$ cat src/rtl/tsp_pkg.sv
package tsp_pkg;
  localparam int RATE_W = 3;
  localparam int PSA_BIT = RATE_W;

  typedef struct packed {
    logic                src_ext;
    logic                edge_fall;
    logic                psa_wdt;
    logic [RATE_W-1:0]   rate;
  } ctrl_t;

  localparam int CTRL_W = $bits(ctrl_t);
endpackage

$ cat src/rtl/tsp_edge_sync.sv
module tsp_edge_sync (
  input  logic clk_i,
  input  logic rst_ni,
  input  logic smp_stb_i,
  input  logic lvl_i,
  output logic evt_o
);
  logic smp_q, vld_q;

  // one pulse per low-to-high change between consecutive phase samples
  always_ff @(posedge clk_i or negedge rst_ni) begin
    if (!rst_ni) begin
      smp_q <= 1'b0;
      vld_q <= 1'b0;
      evt_o <= 1'b0;
    end else begin
      evt_o <= smp_stb_i & vld_q & lvl_i & ~smp_q;
      if (smp_stb_i) begin
        smp_q <= lvl_i;
        vld_q <= 1'b1;
      end
    end
  end
endmodule

$ cat src/rtl/tsp_prescaler.sv
module tsp_prescaler #(
  parameter int PRE_W = 8
) (
  input  logic             clk_i,
  input  logic             rst_ni,
  input  logic             clr_i,
  input  logic             evt_i,
  input  logic [PRE_W-1:0] mask_i,
  output logic             tick_o
);
  logic [PRE_W-1:0] cnt_q;

  assign tick_o = evt_i && ((cnt_q & mask_i) == mask_i);

  always_ff @(posedge clk_i or negedge rst_ni) begin
    if (!rst_ni)    cnt_q <= '0;
    else if (clr_i) cnt_q <= '0;
    else if (evt_i) cnt_q <= cnt_q + 1'b1;
  end
endmodule

$ cat src/rtl/tsp_counter.sv
module tsp_counter #(
  parameter int W = 8
) (
  input  logic         clk_i,
  input  logic         rst_ni,
  input  logic         ld_i,
  input  logic [W-1:0] ld_val_i,
  input  logic         inc_i,
  input  logic         flag_we_i,
  input  logic         flag_wdata_i,
  output logic [W-1:0] cnt_o,
  output logic         flag_o
);
  logic wrap;

  assign wrap = inc_i & ~ld_i & (cnt_o == {W{1'b1}});

  always_ff @(posedge clk_i or negedge rst_ni) begin
    if (!rst_ni)      cnt_o <= '0;
    else if (ld_i)    cnt_o <= ld_val_i;
    else if (inc_i)   cnt_o <= cnt_o + 1'b1;
  end

  // wrap has priority over a software write
  always_ff @(posedge clk_i or negedge rst_ni) begin
    if (!rst_ni)        flag_o <= 1'b0;
    else if (wrap)      flag_o <= 1'b1;
    else if (flag_we_i) flag_o <= flag_wdata_i;
  end
endmodule

$ cat src/rtl/tick_timer8.sv
module tick_timer8
  import tsp_pkg::*;
#(
  parameter int TMR_W   = 8,
  parameter int PRE_W   = 8,
  parameter int INH_CYC = 2
) (
  input  logic              clk_i,
  input  logic              rst_ni,
  input  logic              ph_q2_i,
  input  logic              ph_q4_i,
  input  logic              ext_clk_i,
  input  logic              wdt_src_i,
  input  logic              ctrl_we_i,
  input  logic [CTRL_W-1:0] ctrl_wdata_i,
  input  logic              tmr_we_i,
  input  logic [TMR_W-1:0]  tmr_wdata_i,
  input  logic              ovf_we_i,
  input  logic              ovf_wdata_i,
  output logic [TMR_W-1:0]  tmr_o,
  output logic              ovf_o,
  output logic              wdt_tick_o
);
  localparam int SH_W  = $clog2(PRE_W + 1);
  localparam int INH_W = (INH_CYC > 0) ? $clog2(INH_CYC + 1) : 1;

  ctrl_t            ctrl_q;
  logic             psa_sw;
  logic             ext_evt, src_evt, src_ok, inh_busy;
  logic [SH_W-1:0]  shamt;
  logic [PRE_W-1:0] pre_mask;
  logic             pre_evt, pre_clr, pre_tick, tmr_inc;

  assign psa_sw = ctrl_we_i && (ctrl_wdata_i[PSA_BIT] != ctrl_q.psa_wdt);

  always_ff @(posedge clk_i or negedge rst_ni) begin
    if (!rst_ni)        ctrl_q <= '1;
    else if (ctrl_we_i) ctrl_q <= ctrl_t'(ctrl_wdata_i);
  end

  // count hold-off after a timer load, measured in Q4 strobes
  generate
    if (INH_CYC > 0) begin : g_inh
      logic [INH_W-1:0] inh_q;
      always_ff @(posedge clk_i or negedge rst_ni) begin
        if (!rst_ni)                   inh_q <= '0;
        else if (tmr_we_i)             inh_q <= INH_W'(INH_CYC);
        else if (ph_q4_i && inh_q != 0) inh_q <= inh_q - 1'b1;
      end
      assign inh_busy = (inh_q != 0);
    end else begin : g_no_inh
      assign inh_busy = 1'b0;
    end
  endgenerate

  tsp_edge_sync u_sync (
    .clk_i     (clk_i),
    .rst_ni    (rst_ni),
    .smp_stb_i (ph_q2_i | ph_q4_i),
    .lvl_i     (ext_clk_i ^ ctrl_q.edge_fall),
    .evt_o     (ext_evt)
  );

  assign src_evt = ctrl_q.src_ext ? ext_evt : ph_q4_i;
  assign src_ok  = src_evt & ~inh_busy;

  // timer path divides one power of two further than the watchdog path
  always_comb begin
    shamt    = SH_W'(ctrl_q.rate) + SH_W'(!ctrl_q.psa_wdt);
    pre_mask = ~({PRE_W{1'b1}} << shamt);
  end

  assign pre_evt = ctrl_q.psa_wdt ? wdt_src_i : src_ok;
  assign pre_clr = tmr_we_i | psa_sw;

  tsp_prescaler #(.PRE_W(PRE_W)) u_pre (
    .clk_i  (clk_i),
    .rst_ni (rst_ni),
    .clr_i  (pre_clr),
    .evt_i  (pre_evt),
    .mask_i (pre_mask),
    .tick_o (pre_tick)
  );

  assign tmr_inc    = ctrl_q.psa_wdt ? src_ok : pre_tick;
  assign wdt_tick_o = ctrl_q.psa_wdt ? pre_tick : wdt_src_i;

  tsp_counter #(.W(TMR_W)) u_cnt (
    .clk_i        (clk_i),
    .rst_ni       (rst_ni),
    .ld_i         (tmr_we_i),
    .ld_val_i     (tmr_wdata_i),
    .inc_i        (tmr_inc),
    .flag_we_i    (ovf_we_i),
    .flag_wdata_i (ovf_wdata_i),
    .cnt_o        (tmr_o),
    .flag_o       (ovf_o)
  );
endmodule

$ cat config.mk
export PLATFORM = sky130hd
export DESIGN_NAME = tick_timer8
export DESIGN_NICKNAME = d
export VERILOG_FILES = /design/src/rtl/tsp_pkg.sv /design/src/rtl/tsp_edge_sync.sv /design/src/rtl/tsp_prescaler.sv /design/src/rtl/tsp_counter.sv /design/src/rtl/tick_timer8.sv
export SDC_FILE = /design/constraint.sdc
export NUM_CORES = 1
export LEC_CHECK = 0
export BUFFER_PORTS_ARGS = -buffer_cell sky130_fd_sc_hd__buf_2
export CORE_UTILIZATION = 55
export CTS_CLUSTER_DIAMETER = 50
export DETAILED_ROUTE_END_ITERATION = 6
export GPL_TIMING_DRIVEN = 0
export PLACE_DENSITY = 0.81
export SETUP_SLACK_MARGIN = 0.15
export SLEW_MARGIN = 15
export SYNTH_ARGS = -nofsm -noshare
export SYNTH_HDL_FRONTEND = slang
export SYNTH_SLANG_ARGS = --single-unit
export TNS_END_PERCENT = 5
$ cat constraint.sdc
create_clock -name clk_i -period 5.6 [get_ports clk_i]
set_input_delay 0.56 -clock clk_i [delete_from_list [all_inputs] [get_ports clk_i]]
set_output_delay 0.56 -clock clk_i [all_outputs]
set_load 0.05 [all_outputs]
# After elaboration in Yosys (flattened, before gate mapping)
# Index checks and enable logic that the tools add are counted.
classes:
  n_shift: 1
  div: 0
  mux: 12
  add_sub_neg: 4
  bitwise_logic: 14
  order_cmp: 0
  n_reduce_logical: 9
  mul: 0
  eq_ne: 3
op_table:
  columns: ["op", "n"]
  rows:
  - ["$mux 8", 4]
  - ["$add 8x1->8 const B", 2]
  - ["$reduce_bool 2->1", 5]
  - ["$and 8x8->8", 1]
  - ["$eq 8x8->1", 1]
  - ["$eq 8x8->1 const B", 1]
  - ["$not 8->8", 1]
  - ["$shl 8x4->8 const A", 1]
  - ["$and 1x1->1", 6]
  - ["$mux 1", 6]
  - ["$add 3x1->4", 1]
  - ["$mux 2", 2]
  - ["$logic_and 1x1->1", 3]
  - ["$not 1->1", 3]
  - ["$or 1x1->1", 2]
  - ["$sub 2x1->2 const B", 1]
  - ["$logic_not 1->1", 1]
  - ["$ne 1x1->1", 1]
  - ["$xor 1x1->1", 1]
word_totals:
  mem_count: 0
  latch_bits: 0
  elab_cells: 54
  rom_bits: 0
  inputBits: 24
  out_inout_bits: 10
  mem_bits_rw: 0
  regBits: 28

# Logic depth before layout (Yosys ltp)
logic_depth:
  depth_word: 11
  mapped_depth: 10
  ltp_nobuf: 9

# Hierarchy
# A second synthesis with hierarchy kept.
hier_totals:
  hier_cells: 162
  area_unflattened_um2: 1605.3
by_module_without_submodules:
  columns: ["mod", "seq_area_each_um2", "instances", "area_per_inst_um2", "cells_each"]
  rows:
  - ["tick_timer8", 207.7, 1, 518.0, 54]
  - ["tsp_counter", 225.2, 1, 506.7, 53]
  - ["tsp_prescaler", 200.2, 1, 473.0, 49]
  - ["tsp_edge_sync", 75.1, 1, 107.6, 6]

# Least setup slack after synthesis
# Ideal clock, no wire load.
synth_timing:
  kind: "flip-flop to output port"
  start: "register ctrl_q[3] in the netlist's numbering"
  end: "output port wdt_tick_o"
  t_arrival_ns: 2.128
  path_stages_with_launch: 10
  path_slack_ns: 2.912
  required_ns: 5.040
  path_buffers: 0
  cell_sequence: "dfstp_2 inv_1 ha_1 ha_1 nor2_1 o21ai_0 o21ai_0 nand2_1 a21oi_1 o21a_1"
synth_between:
  elab_chain_len: 8
  word_cells_on_any_way: 9
  cone_classes: "add/sub: 1; eq/ne: 1; shift: 1; mux: 2; bitwise: 2; reduce/logical: 2"
synth_rtl:
  columns: ["element", "line", "text"]
  rows:
  - ["start, declared", "tick_timer8.sv:27", "ctrl_t ctrl_q;"]
  - ["start signal, assigned", "tick_timer8.sv:38", "else if (ctrl_we_i) ctrl_q <= ctrl_t'(ctrl_wdata_i);"]
  - ["$logic_not 1->1", "tick_timer8.sv:69", "shamt = SH_W'(ctrl_q.rate) + SH_W'(!ctrl_q.psa_wdt);"]
  - ["$add 3x1->4", "tick_timer8.sv:69", null]
  - ["$shl 8x4->8", "tick_timer8.sv:70", "pre_mask = ~({PRE_W{1'b1}} << shamt);"]
  - ["$not 8->8", "tick_timer8.sv:70", null]
  - ["$and 8x8->8", "tsp_prescaler.sv:13", "assign tick_o = evt_i && ((cnt_q & mask_i) == mask_i);"]
  - ["$eq 8x8->1", "tsp_prescaler.sv:13", null]
  - ["$logic_and 1x1->1", "tsp_prescaler.sv:13", null]
  - ["$mux 1 (*)", "tick_timer8.sv:86", "assign wdt_tick_o = ctrl_q.psa_wdt ? pre_tick : wdt_src_i;"]
  - ["end, declared", "tick_timer8.sv:22", "output logic wdt_tick_o"]
# Mark *: on every way between the ends. The rest lies on a longest branch, timed or not.

# Worst setup path after layout
# Ends and elaborated chain as after synthesis.

==> results.ini <==
[run_status]
outcome = complete, no violations

[route]
route.detailed.drc = 0
drt_iter0_markers = 60
vias = 1302
antenna_left = 0
wl_per_cell_um = 13.4
vias_per_cell = 5.74
wirelength_um = 3050
drt_pre_antenna_iters = 4

[global_routing]
grt_usage_pct = 21.1
grt_pass1_vias = 1275
antenna_found_initial = 0
overflow = 0
grt_max_degree = 29
grt_pass1_wl_um = 5340

[synthesis]
netlist_area_um2 = 1570
synth.largest_area_cell = dfrtp_1
synth.avg_cell_area_um2 = 9.77
synth-seq-cells = 28
yosys-top-cells-area = dfrtp_1 (35%), dfstp_2 (10%), nand2_1 (4.5%), nor2_1 (4.3%), ha_1 (4.0%)
yosys_warnings = 0
syn_nets = 190
yosysUniqueCellTypes = 43
yosysSeqAreaShare_pct = 45.0
synth_top_area_share_pct = 35.0
synth_cells = 161

[floorplanning]
die_x_um = 55.5
die_h_um = 55.5
initial_core_util_pct = 57.5
io_pins = 34
die_area_um2 = 3080
rows = 19
core-area_um2 = 2730

[timing]
hold_viol = 0
worst_clock_skew_ns = 0.00814
rsz0062_at_grt = false
fmax_ghz = 0.311
tightestPinTransition_ns = 0.617
slew_headroom_pct = 58.8
slew_violations = 0
finalSetupViolations = 0
tns_ns = 0
fin_crit_sh_pct = 57.4
fin_crit_ns = 3.22

[place]
place_congestion = 0.836
numPortBuffers = 31
hpwl_um = 2310

[power]
finalPower_mw = 0.464
ir_worst_vdd_v = 0.000198
power.density_nw_per_um2 = 257
p_leak_nw = 0.818

[job]
drv_cap = 0

[clock_tree]
clock-sinks = 28
clk_pin_slew_ns = 0.16
clockBufferDepth = 2
cts_resized = 0
h-tree-depth = 1
cts_setup_buffers = 0
root_buffer = clkbuf_4
cts_buffers = 3
cts_tree = yes
ctsHoldBuffers = 0
clk_latency_ns = 0.32

[worst_setup_path]
arrival_ns = 2.66
worstSetupStartpointType = flop
max_stage_delay_ns = 0.61
required_ns = 5.04
critical_path_class = flop to primary output
crit_fanout = 5
crit_chain = inv_1 > ha_1 > ha_1 > nor2_1 > o21ai_0 > o21ai_0 > nand2_1 > a21oi_1 > o21a_1 > buf_2
end_kind = primary output
cpMaxStageDelayCell = dfstp_2

[finish]
multiInputGateArea_um2 = 805
ff_latch_area_um2 = 708
nFillCells = 235
n_antenna_cell = 0
area_growth_pct = 14.6
fin_nets = 226
drive_gt1_share_pct = 30.1

[worst_hold_path]
hold_class = input port to async pin

-- registers in the layout, summed over array words and instances, names as in the netlist --
name and cells:
u_cnt.cnt_o 8, u_pre.cnt_q 8, ctrl_q 6, g_inh.inh_q 2, u_cnt.flag_o 1, u_sync.evt_o 1
u_sync.smp_q 1, u_sync.vld_q 1
-- cell usage in the layout, fill, tap and decap left out, drive strengths merged, types with 2 or more instances in the layout --
master,count
buf,33
inv,8
nand2,20
o31ai,3
o311ai,2
xor2,7
mux2,5
a31oi,5
nand4,5
mux2i,4
nand3,6
dfrtp,22
clkbuf,6
and2,4
ha,5
or4,2
o21ai,8
xnor2,3
dfstp,6
and3,2
nor2,18
nand2b,2
or3,4
a21oi,3
-- cell usage after synthesis --
cell type / number
clkbuf_1: 2
inv_1: 8
dfstp_2: 6
mux2_2: 5
xor2_1: 7
nand2_2: 1
buf_6: 2
a31oi_1: 5
o31ai_2: 1
or3_1: 4
and3_2: 1
nand2_1: 19
o31ai_1: 2
nor2_1: 18
o311ai_0: 2
o21ai_0: 8
a221oi_2: 1
or4_1: 2
a211o_1: 1
o211ai_1: 1
or2_2: 1
nor4b_1: 1
nand2b_4: 1
and3_1: 1
and2_1: 1
ha_1: 5
nor2b_1: 1
o21a_1: 1
and4_1: 1
a21oi_1: 3
nand4_1: 5
nand3_1: 6
mux2i_1: 4
nor3_2: 1
a2bb2oi_1: 1
o2111ai_1: 1
and2_2: 2
xnor2_1: 3
nand2b_1: 1
and2_4: 1
dfrtp_1: 22
a22oi_2: 1
or2b_1: 1
-- through the flow --
stage	cell area [µm²]	util, %	cells	hold WS [ns]	setup WS (ns)
floorplan	1570	-	161	0.264	2.91
global placement	1770	64.6	223	0.423	2.84
detailed placement	1770	64.6	223	0.431	2.77
CTS	1800	65.9	227	0.246	2.38
global route	1800	65.9	227	0.281	2.21
finish	1800	65.9	227	0.223	2.38
-- worst paths after layout --
check | from | endpoint | slack [ns] | cells after the start
max | ctrl_q[3] | wdt_tick_o | 2.38 | 10
max in group asynchronous | rst_ni | u_pre.cnt_q[6] | 4.98 | 1
min | rst_ni | u_cnt.cnt_o[6] | 0.22 | 1
min reg2reg | u_sync.smp_q | u_sync.evt_o | 0.45 | 1
max reg2reg | ctrl_q[3] | u_cnt.cnt_o[3] | 2.91 | 10
min in group clk_i | ph_q2_i | u_sync.vld_q | 0.43 | 2
-- area by class of cell --
cell class                 count  area share [%]
sequential                    28            39.3
tap                           31            2.15
buffer                         4            1.67
multi-input combinational    121            44.6
timing repair buffer          31            8.61
clock buffer                   4            2.01
inverter                       8            1.67
-- worst max-delay path, delay by kind of cell (launching register included) --
kind	cells	cell delay (ns)
adders and majority gates	2	0.53
AOI/OAI and AO/OA	4	0.60
DFF	1	0.61
buffers and inverters	2	0.37
and+or+nand+nor	2	0.24
-- cell families (layout without fill, tap and decap cells) --
kind of cell	count (synthesis)	in the layout	share of synthesized area (%)
mux	9	9	6.13
buf+inv	12	47	3.82
compound gates	28	28	12.7
simple gates	69	69	22.8
flops	28	28	45.0
xor+xnor	10	10	5.57
fa+ha+maj	5	5	3.98
-- power by group --
group	switching [mW]	internal [mW]
Clock	0.0600	0.0397
Sequential	0.0135	0.221
Combinational	0.0816	0.0477
Total	0.155	0.309
-- routing by layer --
| metal | share of wire [%] | global-route usage, % | routed length, µm | up-vias |
|---|---|---|---|---|
| li1 | - | - | - | 640 |
| met1 | 46 | 27.3 | 1390 | 627 |
| met5 | 0 | 0 | 0 | - |
| met3 | 3.5 | 2.34 | 108 | 2 |
| met2 | 50 | 38.0 | 1540 | 33 |
| met4 | 0.43 | 4.64 | 13 | 0 |
Note: power is estimated with default switching activity, not from simulation.
